## config.mk

```make
export PLATFORM = sky130hd
export DESIGN_NAME = cfg_rom_loader
export DESIGN_NICKNAME = d
export VERILOG_FILES = /design/src/rtl/cfgld_pkg.sv /design/src/rtl/cfgld_access_timer.sv /design/src/rtl/cfgld_addr_seq.sv /design/src/rtl/cfgld_reg_bank.sv /design/src/rtl/cfg_rom_loader.sv
export SDC_FILE = /design/constraint.sdc
export NUM_CORES = 1
export LEC_CHECK = 0
export ABC_AREA = 1
export BUFFER_PORTS_ARGS = -buffer_cell sky130_fd_sc_hd__buf_2
export CAP_MARGIN = 10
export CORE_ASPECT_RATIO = 1.2
export CORE_UTILIZATION = 40
export DETAILED_ROUTE_END_ITERATION = 16
export MAX_ROUTING_LAYER = met4
export PLACE_DENSITY_LB_ADDON = 0.25
export SLEW_MARGIN = 10
export SYNTH_ARGS = -nofsm -noshare
export SYNTH_HDL_FRONTEND = slang
export SYNTH_SLANG_ARGS = --single-unit
```

## constraint.sdc

```tcl
create_clock -name clk -period 2.7 [get_ports clk]
set_input_delay 0.135 -clock clk [delete_from_list [all_inputs] [get_ports clk]]
set_output_delay 0.135 -clock clk [all_outputs]
set_load 0.01 [all_outputs]
```

## src/rtl/cfgld_pkg.sv

```systemverilog
// Package for the configuration loader: the sequencer state type and a
// helper that turns an access time into a whole number of strobe cycles.
// Assumes the clock period and access time are given in nanoseconds.
package cfgld_pkg;

    typedef enum logic [2:0] {
        ST_IDLE,
        ST_GAP,
        ST_READ,
        ST_DONE,
        ST_FALLBACK
    } ld_state_t;

    // Strobe length: access time rounded up to whole cycles, plus one margin cycle.
    function automatic int strobe_cycles(input int access_ns, input int period_ns);
        return (access_ns + period_ns - 1) / period_ns + 1;
    endfunction

endpackage

```

## src/rtl/cfgld_access_timer.sv

```systemverilog
// Access timer: counts the cycles of one memory read strobe.
// Loaded by 'start' during the gap cycle before a read. While 'run' is high,
// it counts down to zero. 'expired' marks the last strobe cycle, which is
// the cycle at whose end the data is sampled.
// Assumes 'start' and 'run' are never high in the same cycle.
module cfgld_access_timer #(
    parameter int WAIT_CYC = 14
) (
    input  logic clk,
    input  logic rst_n,
    input  logic start,
    input  logic run,
    output logic expired
);
    localparam int CNT_W = $clog2(WAIT_CYC + 1);

    logic [CNT_W-1:0] cnt_q;

    // Load the strobe length on start, then count down while the strobe is active.
    always_ff @(posedge clk) begin
        if (!rst_n) begin
            cnt_q <= '0;
        end else if (start) begin
            cnt_q <= CNT_W'(WAIT_CYC - 1);
        end else if (run && cnt_q != '0) begin
            cnt_q <= cnt_q - 1'b1;
        end
    end

    // The strobe ends when the count reaches zero while running.
    assign expired = run && (cnt_q == '0);

    // the timer is never reloaded in the middle of a strobe.
    a_r4_start_outside_strobe: assert property (@(posedge clk) disable iff (!rst_n)
        start |-> !run);

    // once the count reaches zero during a strobe, the strobe must end.
    a_r4_expiry_ends_strobe: assert property (@(posedge clk) disable iff (!rst_n)
        expired |=> !run);

endmodule

```

## src/rtl/cfgld_addr_seq.sv

```systemverilog
// Address sequencer: holds the current memory address. It steps up by one
// on request and reports whether it points at the first or last entry.
// Assumes 'step' is never raised while the address is at its maximum.
module cfgld_addr_seq #(
    parameter int ADDR_W = 5
) (
    input  logic              clk,
    input  logic              rst_n,
    input  logic              step,
    output logic [ADDR_W-1:0] addr,
    output logic              is_first,
    output logic              is_last
);
    logic [ADDR_W-1:0] addr_q;

    // Hold the address, advancing by one on each step request.
    always_ff @(posedge clk) begin
        if (!rst_n) begin
            addr_q <= '0;
        end else if (step) begin
            addr_q <= addr_q + 1'b1;
        end
    end

    assign addr     = addr_q;
    assign is_first = (addr_q == '0);
    assign is_last  = &addr_q;

    // the address never wraps past the top of the map.
    a_r3_no_wrap: assert property (@(posedge clk) disable iff (!rst_n)
        is_last |-> !step);

endmodule

```

## src/rtl/cfgld_reg_bank.sv

```systemverilog
// Configuration register bank: 2**ADDR_W entries of DATA_W bits. It has a
// single write port, and all entries are visible at once on a flat output
// bus (entry i at bits i*DATA_W and up). Entries clear to zero on reset.
module cfgld_reg_bank #(
    parameter int ADDR_W = 5,
    parameter int DATA_W = 8
) (
    input  logic                             clk,
    input  logic                             rst_n,
    input  logic                             we,
    input  logic [ADDR_W-1:0]                waddr,
    input  logic [DATA_W-1:0]                wdata,
    output logic [(DATA_W << ADDR_W)-1:0]    regs
);
    localparam int DEPTH = 1 << ADDR_W;

    for (genvar i = 0; i < DEPTH; i++) begin : g_entry
        logic [DATA_W-1:0] val_q;

        // Capture write data when this entry is addressed.
        always_ff @(posedge clk) begin
            if (!rst_n) begin
                val_q <= '0;
            end else if (we && waddr == ADDR_W'(i)) begin
                val_q <= wdata;
            end
        end

        assign regs[i*DATA_W +: DATA_W] = val_q;
    end

endmodule

```

## src/rtl/cfg_rom_loader.sv

```systemverilog
// Power-up configuration loader. When the strap selects memory-read mode,
// it reads a signature at address 0. If the signature matches, it copies
// the whole memory map into the register bank. If not, it flags a fallback
// to the disabled bus mode. Each read holds the chip select low long enough
// to cover ACCESS_NS at CLK_PERIOD_NS. Between reads the chip select is
// high for one cycle, and the address moves only then.
// Assumes the memory drives valid data before the strobe ends.
module cfg_rom_loader
    import cfgld_pkg::*;
#(
    parameter int          ADDR_W        = 5,
    parameter int          DATA_W        = 8,
    parameter int          CLK_PERIOD_NS = 20,
    parameter int          ACCESS_NS     = 250,
    parameter logic [2:0]  LOAD_MODE     = 3'd1,
    parameter logic [7:0]  SIGNATURE     = 8'hAA
) (
    input  logic                          clk,
    input  logic                          rst_n,
    input  logic [2:0]                    mode_strap,
    output logic                          rom_cs_n,
    output logic [ADDR_W-1:0]             rom_addr,
    input  logic [DATA_W-1:0]             rom_data,
    output logic [(DATA_W << ADDR_W)-1:0] cfg_regs,
    output logic                          load_done,
    output logic                          load_fallback
);
    localparam int WAIT_CYC = strobe_cycles(ACCESS_NS, CLK_PERIOD_NS);

    ld_state_t state_q, state_d;
    logic      tmr_start, tmr_expired;
    logic      addr_step, addr_first, addr_last;
    logic      bank_we;
    logic      sig_ok;

    // Compare the sampled byte with the signature (only the low 8 bits carry it).
    assign sig_ok = (rom_data[7:0] == SIGNATURE);

    // Next-state and control decode of the read sequencer.
    always_comb begin
        state_d   = state_q;
        tmr_start = 1'b0;
        addr_step = 1'b0;
        bank_we   = 1'b0;
        case (state_q)
            ST_IDLE: begin
                if (mode_strap == LOAD_MODE) state_d = ST_GAP;
            end
            ST_GAP: begin
                tmr_start = 1'b1;
                state_d   = ST_READ;
            end
            ST_READ: begin
                if (tmr_expired) begin
                    if (addr_first && !sig_ok) begin
                        state_d = ST_FALLBACK;
                    end else begin
                        bank_we = 1'b1;
                        if (addr_last) begin
                            state_d = ST_DONE;
                        end else begin
                            addr_step = 1'b1;
                            state_d   = ST_GAP;
                        end
                    end
                end
            end
            ST_DONE:     state_d = ST_DONE;
            ST_FALLBACK: state_d = ST_FALLBACK;
            default:     state_d = ST_IDLE;
        endcase
    end

    // Sequencer state register.
    always_ff @(posedge clk) begin
        if (!rst_n) state_q <= ST_IDLE;
        else        state_q <= state_d;
    end

    assign rom_cs_n      = (state_q != ST_READ);
    assign load_done     = (state_q == ST_DONE);
    assign load_fallback = (state_q == ST_FALLBACK);

    cfgld_access_timer #(
        .WAIT_CYC (WAIT_CYC)
    ) u_timer (
        .clk     (clk),
        .rst_n   (rst_n),
        .start   (tmr_start),
        .run     (!rom_cs_n),
        .expired (tmr_expired)
    );

    cfgld_addr_seq #(
        .ADDR_W (ADDR_W)
    ) u_addr (
        .clk      (clk),
        .rst_n    (rst_n),
        .step     (addr_step),
        .addr     (rom_addr),
        .is_first (addr_first),
        .is_last  (addr_last)
    );

    cfgld_reg_bank #(
        .ADDR_W (ADDR_W),
        .DATA_W (DATA_W)
    ) u_bank (
        .clk   (clk),
        .rst_n (rst_n),
        .we    (bank_we),
        .waddr (rom_addr),
        .wdata (rom_data),
        .regs  (cfg_regs)
    );

    // the two outcomes exclude each other.
    a_r9_flags_exclusive: assert property (@(posedge clk) disable iff (!rst_n)
        !(load_done && load_fallback));

    // done is sticky and the memory stays released.
    a_r7_done_sticky: assert property (@(posedge clk) disable iff (!rst_n)
        load_done |=> load_done && rom_cs_n);

    // fallback is sticky and no further read starts.
    a_r8_fallback_sticky: assert property (@(posedge clk) disable iff (!rst_n)
        load_fallback |=> load_fallback && rom_cs_n);

    // the address moves only on an edge that leaves the chip select high.
    a_r5_addr_moves_high: assert property (@(posedge clk) disable iff (!rst_n)
        (rom_addr != $past(rom_addr)) |-> rom_cs_n);

    // each address change is a step of exactly one.
    a_r3_addr_step_one: assert property (@(posedge clk) disable iff (!rst_n)
        (rom_addr != $past(rom_addr)) |-> (rom_addr == $past(rom_addr) + 1'b1));

    // the bank is written only while a read strobe is active.
    a_r6_write_in_strobe: assert property (@(posedge clk) disable iff (!rst_n)
        bank_we |-> !rom_cs_n);

    // no read starts unless the strap selected the loader when leaving idle.
    a_r1_start_needs_strap: assert property (@(posedge clk) disable iff (!rst_n)
        ($past(state_q) == ST_IDLE && state_q == ST_GAP) |-> ($past(mode_strap) == LOAD_MODE));

endmodule

```

==> results.cfg, run 1 <==
[min_path]
min_to = u_bank.g_entry[18].val_q[6]$_SDFFE_PN0P_
holdCritPathClass = in -> reg
hold_depth = 3
min-delay-start = rst_n

[synthesis]
synth_top_flop_cell = dfxtp_1
synth_cell_types = 30
async_flop_share_pct = 0
syn_avg_cell_area_um2 = 8.04
syn_inst = 1269
yosysWarnings = 0
ys_seq_area_share_pct = 52.6
ys_seq_elements = 268
synth_area_mm2 = 0.0102
syn-num-nets = 1290
synth_edf_count = 0

[drt]
antenna_left = 0
num_vias = 9175
dr.pass1.iters = 5
routed_wl_um = 30500
dr.first_iter.drc_count = 481
drt-wirelength-per-cell_um = 16.5
vias_per_cell = 4.98
drc_errors = 0

[setup_path]
regToRegSetupSlack_ns = 0.48
end_kind = register
worstPathMaxFanout = 37
timing.rr.end = u_bank.g_entry[14].val_q[3]$_SDFFE_PN0P_
r2r-start = u_addr.addr[0]$_SDFFE_PN0P_
startpoint = u_addr.addr[0]$_SDFFE_PN0P_
cp.arrival_ns = 2.61
ff2ff_path_depth = 11
cp-start-kind = register
critPathKind = reg -> reg
crit_required_ns = 3.09

[clock_network]
clockBufferDepth = 3
cts_hold_buf = 0
clk_latency_ns = 0.53
clkSlewWorstSetupHoldPaths_ns = 0.06
cts_tree = built
numCtsBuffers = 27
cts.sinks = 268
cts-htree-levels = 1
cts_root_buf = clkbuf_16
cts_resized = 0
post_cts_buffers = 0

[sta]
worstMarginPinSlew_ns = 0.745
final-setup-viol-count = 0
rsz0062_at_grt = no
drv_slew = 0
timing.fmax_ghz = 0.451
relSlewSlack_pct = 50.2
fin_crit_ns = 2.22
finalHoldViolCount = 0
skew_ns = 0.00945
finalSetupTns_ns = 0
min_period_over_period_pct = 82.1

[outcome]
status = complete, no violations

[placed_design]
gp_congestion = 0.850
dp_hpwl_um = 19900
port-buffer-count = 276

[power_and_ir_drop]
ir_drop_v = 0.000382
cellLeakagePower_nw = 5.86
powerDensity_mw_per_mm2 = 618

[finish]
postLayoutCoreUtil_pct = 50.1
fillCellCount = 2473
area_growth_pct = 22.4
final_nets = 1527
drive_above_1_share_pct = 25.4
diodes = 0

[floorplanning]
die_area_mm2 = 0.0262
num_rows = 63
coreArea_mm2 = 0.0249
fp.dieH_um = 177
io_pins = 277
initial_core_util_pct = 41.0
die_x_um = 148

[global_routing]
grt_start_max_net_pins = 115
grt_usage_pct = 23.1
grt_pass1_wl_um = 46400
grt_pass1_vias = 8224
overflow = 0
antenna_found_initial = 0

[job]
max-cap-violations = 0
cells in the final DEF, fill, tap and decap left out, types with 19 or more instances in the layout:
cell type  Yosys  layout
dfxtp_1      268     268
o21ai_0      130     130
clkbuf_16      0      27
buf_4         16      19
nand3_1       91      90
nor2_1       138     138
inv_1         71      71
a21oi_1      199     199
buf_2         13     275
nand2_1      200     200
area by class of cell:
type,instances,area [µm²],share of cell area (%)
flip-flops and latches,268,5370,43.0
multi-input cells,831,4020,32.2
repair buffers,297,1580,12.6
clock buffers,37,753,6.03
well taps,325,407,3.26
inverters,81,310,2.48
clock inverters,5,52.6,0.421
sequential cells by signal (all words and copies together), names as in the netlist:
register / cells
u_bank.g_entry.val_q: 256
u_addr.addr: 5
u_timer.cnt_q: 4
state_q: 3
layer usage:
metal	up-vias	wire length [µm]	GRT usage [%]
met5	-	0	-
met4	0	767	7.04
met3	50	2100	4.36
met2	287	14300	36.9
met1	4225	13300	29.7
li1	4613	-	-
kinds of logic after synthesis:
group | share of synthesized area (%)
compound gates | 16.4
flops | 52.6
simple gates | 21.8
xor+xnor | 0.258
buf+inv | 8.03
fa+ha+maj | 0.981
synthesized netlist by cell type, types with 3 or more instances:
library cell / number / area share [%]
nand2_1: 200 / 7.4
xor2_1: 3 / 0.26
nor2_1: 138 / 5.1
a21oi_1: 199 / 9.8
nand2_2: 12 / 0.74
clkinv_2: 3 / 0.15
buf_6: 11 / 1.2
nand4_2: 5 / 0.61
inv_2: 5 / 0.18
nor2_4: 16 / 1.8
clkbuf_1: 38 / 1.4
inv_1: 71 / 2.6
o21ai_0: 130 / 6.4
nor2_2: 4 / 0.25
nor3_1: 17 / 0.83
buf_1: 10 / 0.37
buf_2: 13 / 0.64
ha_1: 8 / 0.98
nand2_4: 3 / 0.33
nand3_1: 91 / 4.5
dfxtp_1: 268 / 53
buf_4: 16 / 1.2
report_power, final:
part | total [W] | switching [W] | internal, W
Combinational | 0.000251 | 0.000199 | 0.0000511
Sequential | 0.00397 | 0.00000565 | 0.00396
Clock | 0.00351 | 0.00149 | 0.00202
critical path: stages (launching register included):
cell and delay, ns:
dfxtp_1 0.45, inv_1 0.12, ha_1 0.29, nand2_4 0.14, nor2_8 0.05, nand2_4 0.16, nand2_4 0.07, inv_4 0.07
buf_4 0.36, nand2_2 0.21, nand2_1 0.10, a21oi_1 0.06
stage by stage:
| step | cells | hold WS [ns] | total power, W | area [µm²] | worst slack, ns |
|---|---|---|---|---|---|
| final | 1844 | 0.0272 | 0.00773 | 12500 | 0.482 |
| after global routing | 1844 | 0.0349 | 0.00798 | 12500 | 0.307 |
| after CTS | 1844 | 0.00955 | 0.00781 | 12500 | 0.508 |
| after detailed placement | 1802 | 0.428 | 0.00431 | 11700 | 0.516 |
| after global placement | 1802 | 0.426 | 0.00431 | 11700 | 0.553 |
| after floorplan | 1269 | 0.277 | 0.00421 | 10200 | 0.979 |
worst max-delay path by stage:
| stage | cells past startpoint | end | slack, ns |
|---|---|---|---|
| detailed placement | 11 | u_bank.g_entry[14].val_q[3]$_SDFFE_PN0P_ | 0.52 |
| floorplan | 11 | u_bank.g_entry[4].val_q[3]$_SDFFE_PN0P_ | 0.98 |
| global route | 7 | u_bank.g_entry[4].val_q[1]$_SDFFE_PN0P_ | 0.31 |
| global placement | 11 | u_bank.g_entry[14].val_q[4]$_SDFFE_PN0P_ | 0.55 |
| CTS | 11 | u_bank.g_entry[14].val_q[3]$_SDFFE_PN0P_ | 0.51 |
| finish | 11 | u_bank.g_entry[14].val_q[3]$_SDFFE_PN0P_ | 0.48 |
(Power assumes the default switching activity.)
==> inputs of run 2 (changes only) <==
--- a/config.mk
+++ b/config.mk
@@ -5,7 +5,7 @@
 export SDC_FILE = /design/constraint.sdc
 export NUM_CORES = 1
 export LEC_CHECK = 0
-export ABC_AREA = 1
+export ABC_AREA = 0
 export BUFFER_PORTS_ARGS = -buffer_cell sky130_fd_sc_hd__buf_2
 export CAP_MARGIN = 10
 export CORE_ASPECT_RATIO = 1.2
==> constraint.sdc (replaced) <==
create_clock -name clk -period 2.3 [get_ports clk]
set_input_delay 0.115 -clock clk [delete_from_list [all_inputs] [get_ports clk]]
set_output_delay 0.115 -clock clk [all_outputs]
set_load 0.01 [all_outputs]
==> run 2 against run 1 <==
  * The flow now finishes with violations (design-rule violations)
  * Maximum frequency is 2.4% higher
  * Utilization grew 2.6 points
  * Hold slack worse by 0.0078 ns
  * Synthesized cell count shrank 24%
  * Combinational power grew 4%
  * Sequential share of layout area down 1.6 points
  * Flip-flop and latch count is the same
  * Wire length down 6.6%
  * Via count decreased by 14%
  * Sequential power rose by 17%
  * Global-route usage decreased by 1.1 points
  * Final cell count fell by 13%
  * Largest power group unchanged
  * Highest routed layer unchanged
==> results.cfg, run 2 <==
[sta]
worstMarginPinSlew_ns = 0.928
final-setup-viol-count = 0
fin_crit_ns = 2.17
drv_slew = 0
min_period_over_period_pct = 94.2
relSlewSlack_pct = 37.8
finalSetupTns_ns = 0
skew_ns = 0.0136
setup_ws_ns = 0.135
rsz0062_at_grt = no
timing.fmax_ghz = 0.462
finalHoldViolCount = 0

[clock_network]
cts_root_buf = clkbuf_16
numCtsBuffers = 27
clk_latency_ns = 0.53
cts_tree = built
clockBufferDepth = 3
cts-htree-levels = 1
cts.sinks = 268
clkSlewWorstSetupHoldPaths_ns = 0.07

[floorplanning]
coreArea_mm2 = 0.0246
num_rows = 63
die_area_mm2 = 0.0256
io_pins = 277
initial_core_util_pct = 40.6
die_x_um = 146
fp.dieH_um = 175

[finish]
final_nets = 1283
mostFrequentLayoutCells = 275 x buf_2, 268 x dfxtp_1, 211 x mux2i_1
area_growth_pct = 29.9
top_register = u_bank.g_entry.val_q
final_common_cell = buf_2
drive_above_1_share_pct = 31.2
stdcell_count = 1606
largest_reg_flops = 256
diodes = 0

[drt]
dr.first_iter.drc_count = 276
routed_wl_um = 28400
num_vias = 7854
antenna_left = 0
dr.pass1.iters = 10
vias_per_cell = 4.89
drc_errors = 2
drt-wirelength-per-cell_um = 17.7

[global_routing]
grt_usage_pct = 22.0
grt_pass1_wl_um = 42900
grt_start_max_net_pins = 138
antenna_found_initial = 0
overflow = 0
grt_pass1_vias = 7462

[outcome]
status = finished, violations left
violations = design-rule violations

[placed_design]
port-buffer-count = 276
dpl.cell_count = 1548
dp_hpwl_um = 19000
dp_slack_ns = -0.00358
gp_congestion = 0.802

[setup_path]
end_kind = register
regToRegSetupSlack_ns = 0.13
cp.arrival_ns = 2.62
crit_slowest_cell = or4_4
worstPathMaxFanout = 8
cpPeakStageDelay_ns = 0.47
crit_required_ns = 2.75
r2r-start = u_timer.cnt_q[0]$_SDFFE_PN0P_
critPathKind = reg -> reg
ff2ff_path_depth = 7
cp-start-kind = register
startpoint = u_timer.cnt_q[0]$_SDFFE_PN0P_
timing.rr.end = u_bank.g_entry[3].val_q[7]$_SDFFE_PN0P_
critPathCapture = u_bank.g_entry[3].val_q[7]$_SDFFE_PN0P_
crit_chain = inv_1 -> ha_1 -> or4b_1 -> or4_4 -> nor3b_2 -> buf_4 -> mux2i_1

[synthesis]
async_flop_share_pct = 0
synth_top_flop_cell = dfxtp_1
synth_edf_count = 0
synthTopCellsByCount = 268 x dfxtp_1, 211 x mux2i_1, 200 x nand2_1
synth_top_area_share_pct = 53.7
yosysWarnings = 0
syn-num-nets = 987
synth_cell_types = 48
synth_area_mm2 = 0.00999
syn_avg_cell_area_um2 = 10.3
ys_seq_elements = 268
ys_seq_area_share_pct = 53.7
synth.most_common_cell = dfxtp_1
synth_area_leaders = dfxtp_1 54%, mux2i_1 21%, nand2_1 7.5%
syn_inst = 966
yosysTopAreaCell = dfxtp_1

[job]
max-cap-violations = 0

[power_and_ir_drop]
powerDensity_mw_per_mm2 = 735
cellLeakagePower_nw = 6.26
power_w = 0.00953
ir_drop_v = 0.000545

[min_path]
holdCritPathClass = in -> reg
[run 2: cell types whose count changed after synthesis, moves of 16 or more]
cell and delta:
inv_1 -63, nor2_1 -134, a21oi_1 -197, o21ai_0 -97, nor2_4 -16, nand3_1 -49, mux2i_1 +211, nor2b_1 +38
[run 2: cell type report]
cell class / instances / area [µm²]
Fill cell: 2255 / 11600
Sequential cell: 268 / 5370
Multi-Input combinational cell: 625 / 4360
Timing Repair Buffer: 331 / 1870
Clock buffer: 38 / 787
Tap cell: 325 / 407
Clock inverter: 10 / 155
Inverter: 9 / 38.8
[run 2: cells by family after synthesis]
| logic type | Yosys count | synth area share, % |
|---|---|---|
| XOR/XNOR | 4 | 0.351 |
| flip-flops | 268 | 53.7 |
| AND/OR/NAND/NOR | 345 | 17.6 |
| adder cells (fa/ha/maj) | 8 | 1.00 |
| buffers and inverters | 73 | 3.06 |
| AO/OA/AOI/OAI | 57 | 3.19 |
| multiplexers | 211 | 21.1 |
[run 2: through the flow]
step / hold WS, ns / cell area (µm²) / utilization [%]
finish: 0.0194 / 13000 / 52.8
floorplan: 0.284 / 9990 / -
global placement: 0.439 / 11900 / 48.4
detailed placement: 0.444 / 11900 / 48.4
CTS: 0.00718 / 12900 / 52.6
global route: 0.0460 / 13000 / 52.8
[run 2: repair_timing]
item	CTS	global route
pin swaps	1	2
setup endpoints to repair	9	51
buffers inserted	0	1
hold buffers	9	0
resized for setup	0	3
hold endpoints to repair	32	0
[run 2: worst min-delay path by stage]
| stage | end | cells past startpoint | start | slack (ns) |
|---|---|---|---|---|
| after CTS | state_q[0]$_SDFFE_PN0P_ | 4 | mode_strap[2] | 0.007 |
| after detailed placement | u_bank.g_entry[15].val_q[3]$_SDFFE_PN0P_ | 2 | u_bank.g_entry[15].val_q[3]$_SDFFE_PN0P_ | 0.44 |
| after global routing | state_q[0]$_SDFFE_PN0P_ | 4 | mode_strap[1] | 0.05 |
| after floorplan | u_bank.g_entry[19].val_q[0]$_SDFFE_PN0P_ | 2 | rom_data[0] | 0.28 |
| after global placement | u_bank.g_entry[2].val_q[0]$_SDFFE_PN0P_ | 2 | u_bank.g_entry[2].val_q[0]$_SDFFE_PN0P_ | 0.44 |
| final | state_q[0]$_SDFFE_PN0P_ | 4 | mode_strap[1] | 0.02 |
[run 2: per-layer routing]
metal / share of wire, % / up-vias / global-route usage [%]
met5: 0 / - / -
met4: 2.5 / 0 / 7.03
met3: 6.1 / 42 / 4.44
met2: 46 / 233 / 35.1
met1: 45 / 3714 / 27.9
li1: - / 3865 / -
[run 2: worst max-delay path: cells and delay by family, from the launching register on]
family                   cells  cell delay [ns]
buffers and inverters        2             0.30
multiplexers                 1             0.21
flip-flops                   1             0.34
AND/OR/NAND/NOR              3             1.07
adder cells (fa/ha/maj)      1             0.17
[run 2: where the power goes]
group / leakage [nW] / switching, W / internal, W
combinational: 3.64 / 0.000195 / 0.0000653
sequential: 2.16 / 0.00000118 / 0.00464
clock: 0.460 / 0.00181 / 0.00282
==> inputs of run 3 (changes only) <==
--- a/config.mk
+++ b/config.mk
@@ -6,12 +6,11 @@
 export NUM_CORES = 1
 export LEC_CHECK = 0
 export ABC_AREA = 0
-export BUFFER_PORTS_ARGS = -buffer_cell sky130_fd_sc_hd__buf_2
 export CAP_MARGIN = 10
 export CORE_ASPECT_RATIO = 1.2
 export CORE_UTILIZATION = 40
 export DETAILED_ROUTE_END_ITERATION = 16
-export MAX_ROUTING_LAYER = met4
+export DONT_BUFFER_PORTS = 1
 export PLACE_DENSITY_LB_ADDON = 0.25
 export SLEW_MARGIN = 10
 export SYNTH_ARGS = -nofsm -noshare
==> run 3 against run 2 <==
  * The flow still finishes with violations (design-rule violations)
  * Clock power shrank 7.1%
  * Power shrank 3.9%
  * Combinational power shrank 16%
  * Final area shrank 0.12%
  * Critical path depth is the same
  * Critical path type unchanged
  * Largest power group unchanged
==> results.cfg, run 3 (synthesis results as in run 2) <==
[global_routing]
grt_usage_pct = 22.7
grt_start_max_net_pins = 142
grt_pass1_wl_um = 45500
antenna_found_initial = 0
grt_pass1_vias = 7565
overflow = 0

[sta]
drv_slew = 0
min_period_over_period_pct = 95.6
relSlewSlack_pct = 29.5
finalHoldViolCount = 0
worstMarginPinSlew_ns = 1.05
fin_crit_ns = 2.20
timing.fmax_ghz = 0.455
skew_ns = 0.0112
final-setup-viol-count = 0
finalSetupTns_ns = 0
rsz0062_at_grt = no

[outcome]
status = finished, violations left
violations = design-rule violations

[power_and_ir_drop]
cellLeakagePower_nw = 4.93
ir_drop_v = 0.000438
powerDensity_mw_per_mm2 = 707

[drt]
num_vias = 7589
dr.first_iter.drc_count = 266
drc_errors = 2
antenna_left = 0
drt-wirelength-per-cell_um = 20.4
dr.pass1.iters = 11
vias_per_cell = 5.18
routed_wl_um = 30000

[finish]
fillCellCount = 2189
seq_area_mm2 = 0.00537
drive_above_1_share_pct = 10.7
final_nets = 1146
top_register = u_bank.g_entry.val_q
stdcell_area_mm2 = 0.0130
largest_reg_flops = 256
final_common_cell = dfxtp_1
multi_input_area_mm2 = 0.00436
area_growth_pct = 29.7
mostFrequentLayoutCells = 267 x dfxtp_1, 211 x mux2i_1, 200 x nand2_1
diodes = 0

[placed_design]
dp_hpwl_um = 18200
placed_area_mm2 = 0.0106
gp_congestion = 0.777
port-buffer-count = 0

[setup_path]
end_kind = register
cp-start-kind = register
crit_required_ns = 2.68
critPathKind = reg -> reg
worstPathMaxFanout = 16
cp.arrival_ns = 2.57

[floorplanning]
coreArea_mm2 = 0.0246
die_area_mm2 = 0.0256
io_pins = 277
fp.dieH_um = 175
die_x_um = 146
initial_core_util_pct = 40.6
num_rows = 63

[clock_network]
clkSlewWorstSetupHoldPaths_ns = 0.07
clockBufferDepth = 3
numCtsBuffers = 26
clk_latency_ns = 0.53
cts.sinks = 268
cts_tree = built
cts-htree-levels = 1
cts_root_buf = clkbuf_16

[job]
max-cap-violations = 0

[min_path]
holdCritPathClass = in -> reg
==> run 3: worst paths after layout <==
| path | cells past startpoint | from | slack [ns] | end |
|---|---|---|---|---|
| hold / removal | 3 | rom_data[6] | 0.02 | u_bank.g_entry[23].val_q[6]$_SDFFE_PN0P_ |
| hold reg to reg | 2 | u_addr.addr[0]$_SDFFE_PN0P_ | 0.51 | u_addr.addr[0]$_SDFFE_PN0P_ |
| setup / recovery | 7 | u_timer.cnt_q[0]$_SDFFE_PN0P_ | 0.10 | u_bank.g_entry[8].val_q[2]$_SDFFE_PN0P_ |
| setup reg to reg | 7 | u_timer.cnt_q[0]$_SDFFE_PN0P_ | 0.10 | u_bank.g_entry[8].val_q[2]$_SDFFE_PN0P_ |
==> run 3: critical path: stages (launching register included) <==
cell     delay, ns
dfxtp_1       0.33
inv_1         0.08
ha_1          0.17
or3b_2        0.54
or4_1         0.54
buf_4         0.22
nand3_1       0.09
o21ai_1       0.07
==> run 3: metal layers <==
layer,part of all wire (%),routed length (µm),GRT usage (%),vias to the layer above
met4,2.8,851,7.12,0
li1,-,-,-,3592
met2,49,14600,39.1,233
met3,8.6,2580,7.26,56
met5,0,0,0,-
met1,40,11900,26.6,3708
==> run 3: repair_timing <==
action,4_1_cts,5_1_grt
gates resized for setup,0,6
setup endpoints to repair,0,45
endpoints found under the hold margin,268,0
hold buffers,147,0
buffers inserted,0,2
==> run 3: power by group <==
part / switching, W / internal, W
Combinational: 0.000155 / 0.0000638
Sequential: 0.00000130 / 0.00464
Clock: 0.00177 / 0.00253
==> run 3: cell type report <==
class,instances,share of cell area [%]
tap,325,3.14
sequential,268,41.4
clock buffer,42,6.34
multi-input combinational,625,33.6
inverter,9,0.299
clock inverter,2,0.270
timing repair buffer,195,14.9
==> run 3: stage by stage <==
step / utilization (%) / total power, W / setup WS [ns] / std cells / hold slack [ns]
global placement: 43.0 / 0.00489 / 0.0942 / 1273 / 0.267
finish: 52.7 / 0.00916 / 0.102 / 1466 / 0.0231
global route: 52.7 / 0.00945 / 0.00189 / 1466 / 0.0136
floorplan: - / 0.00488 / 0.133 / 966 / 0.284
CTS: 52.5 / 0.00924 / 0.0448 / 1464 / 0.00727
detailed placement: 43.0 / 0.00489 / 0.0933 / 1273 / 0.265
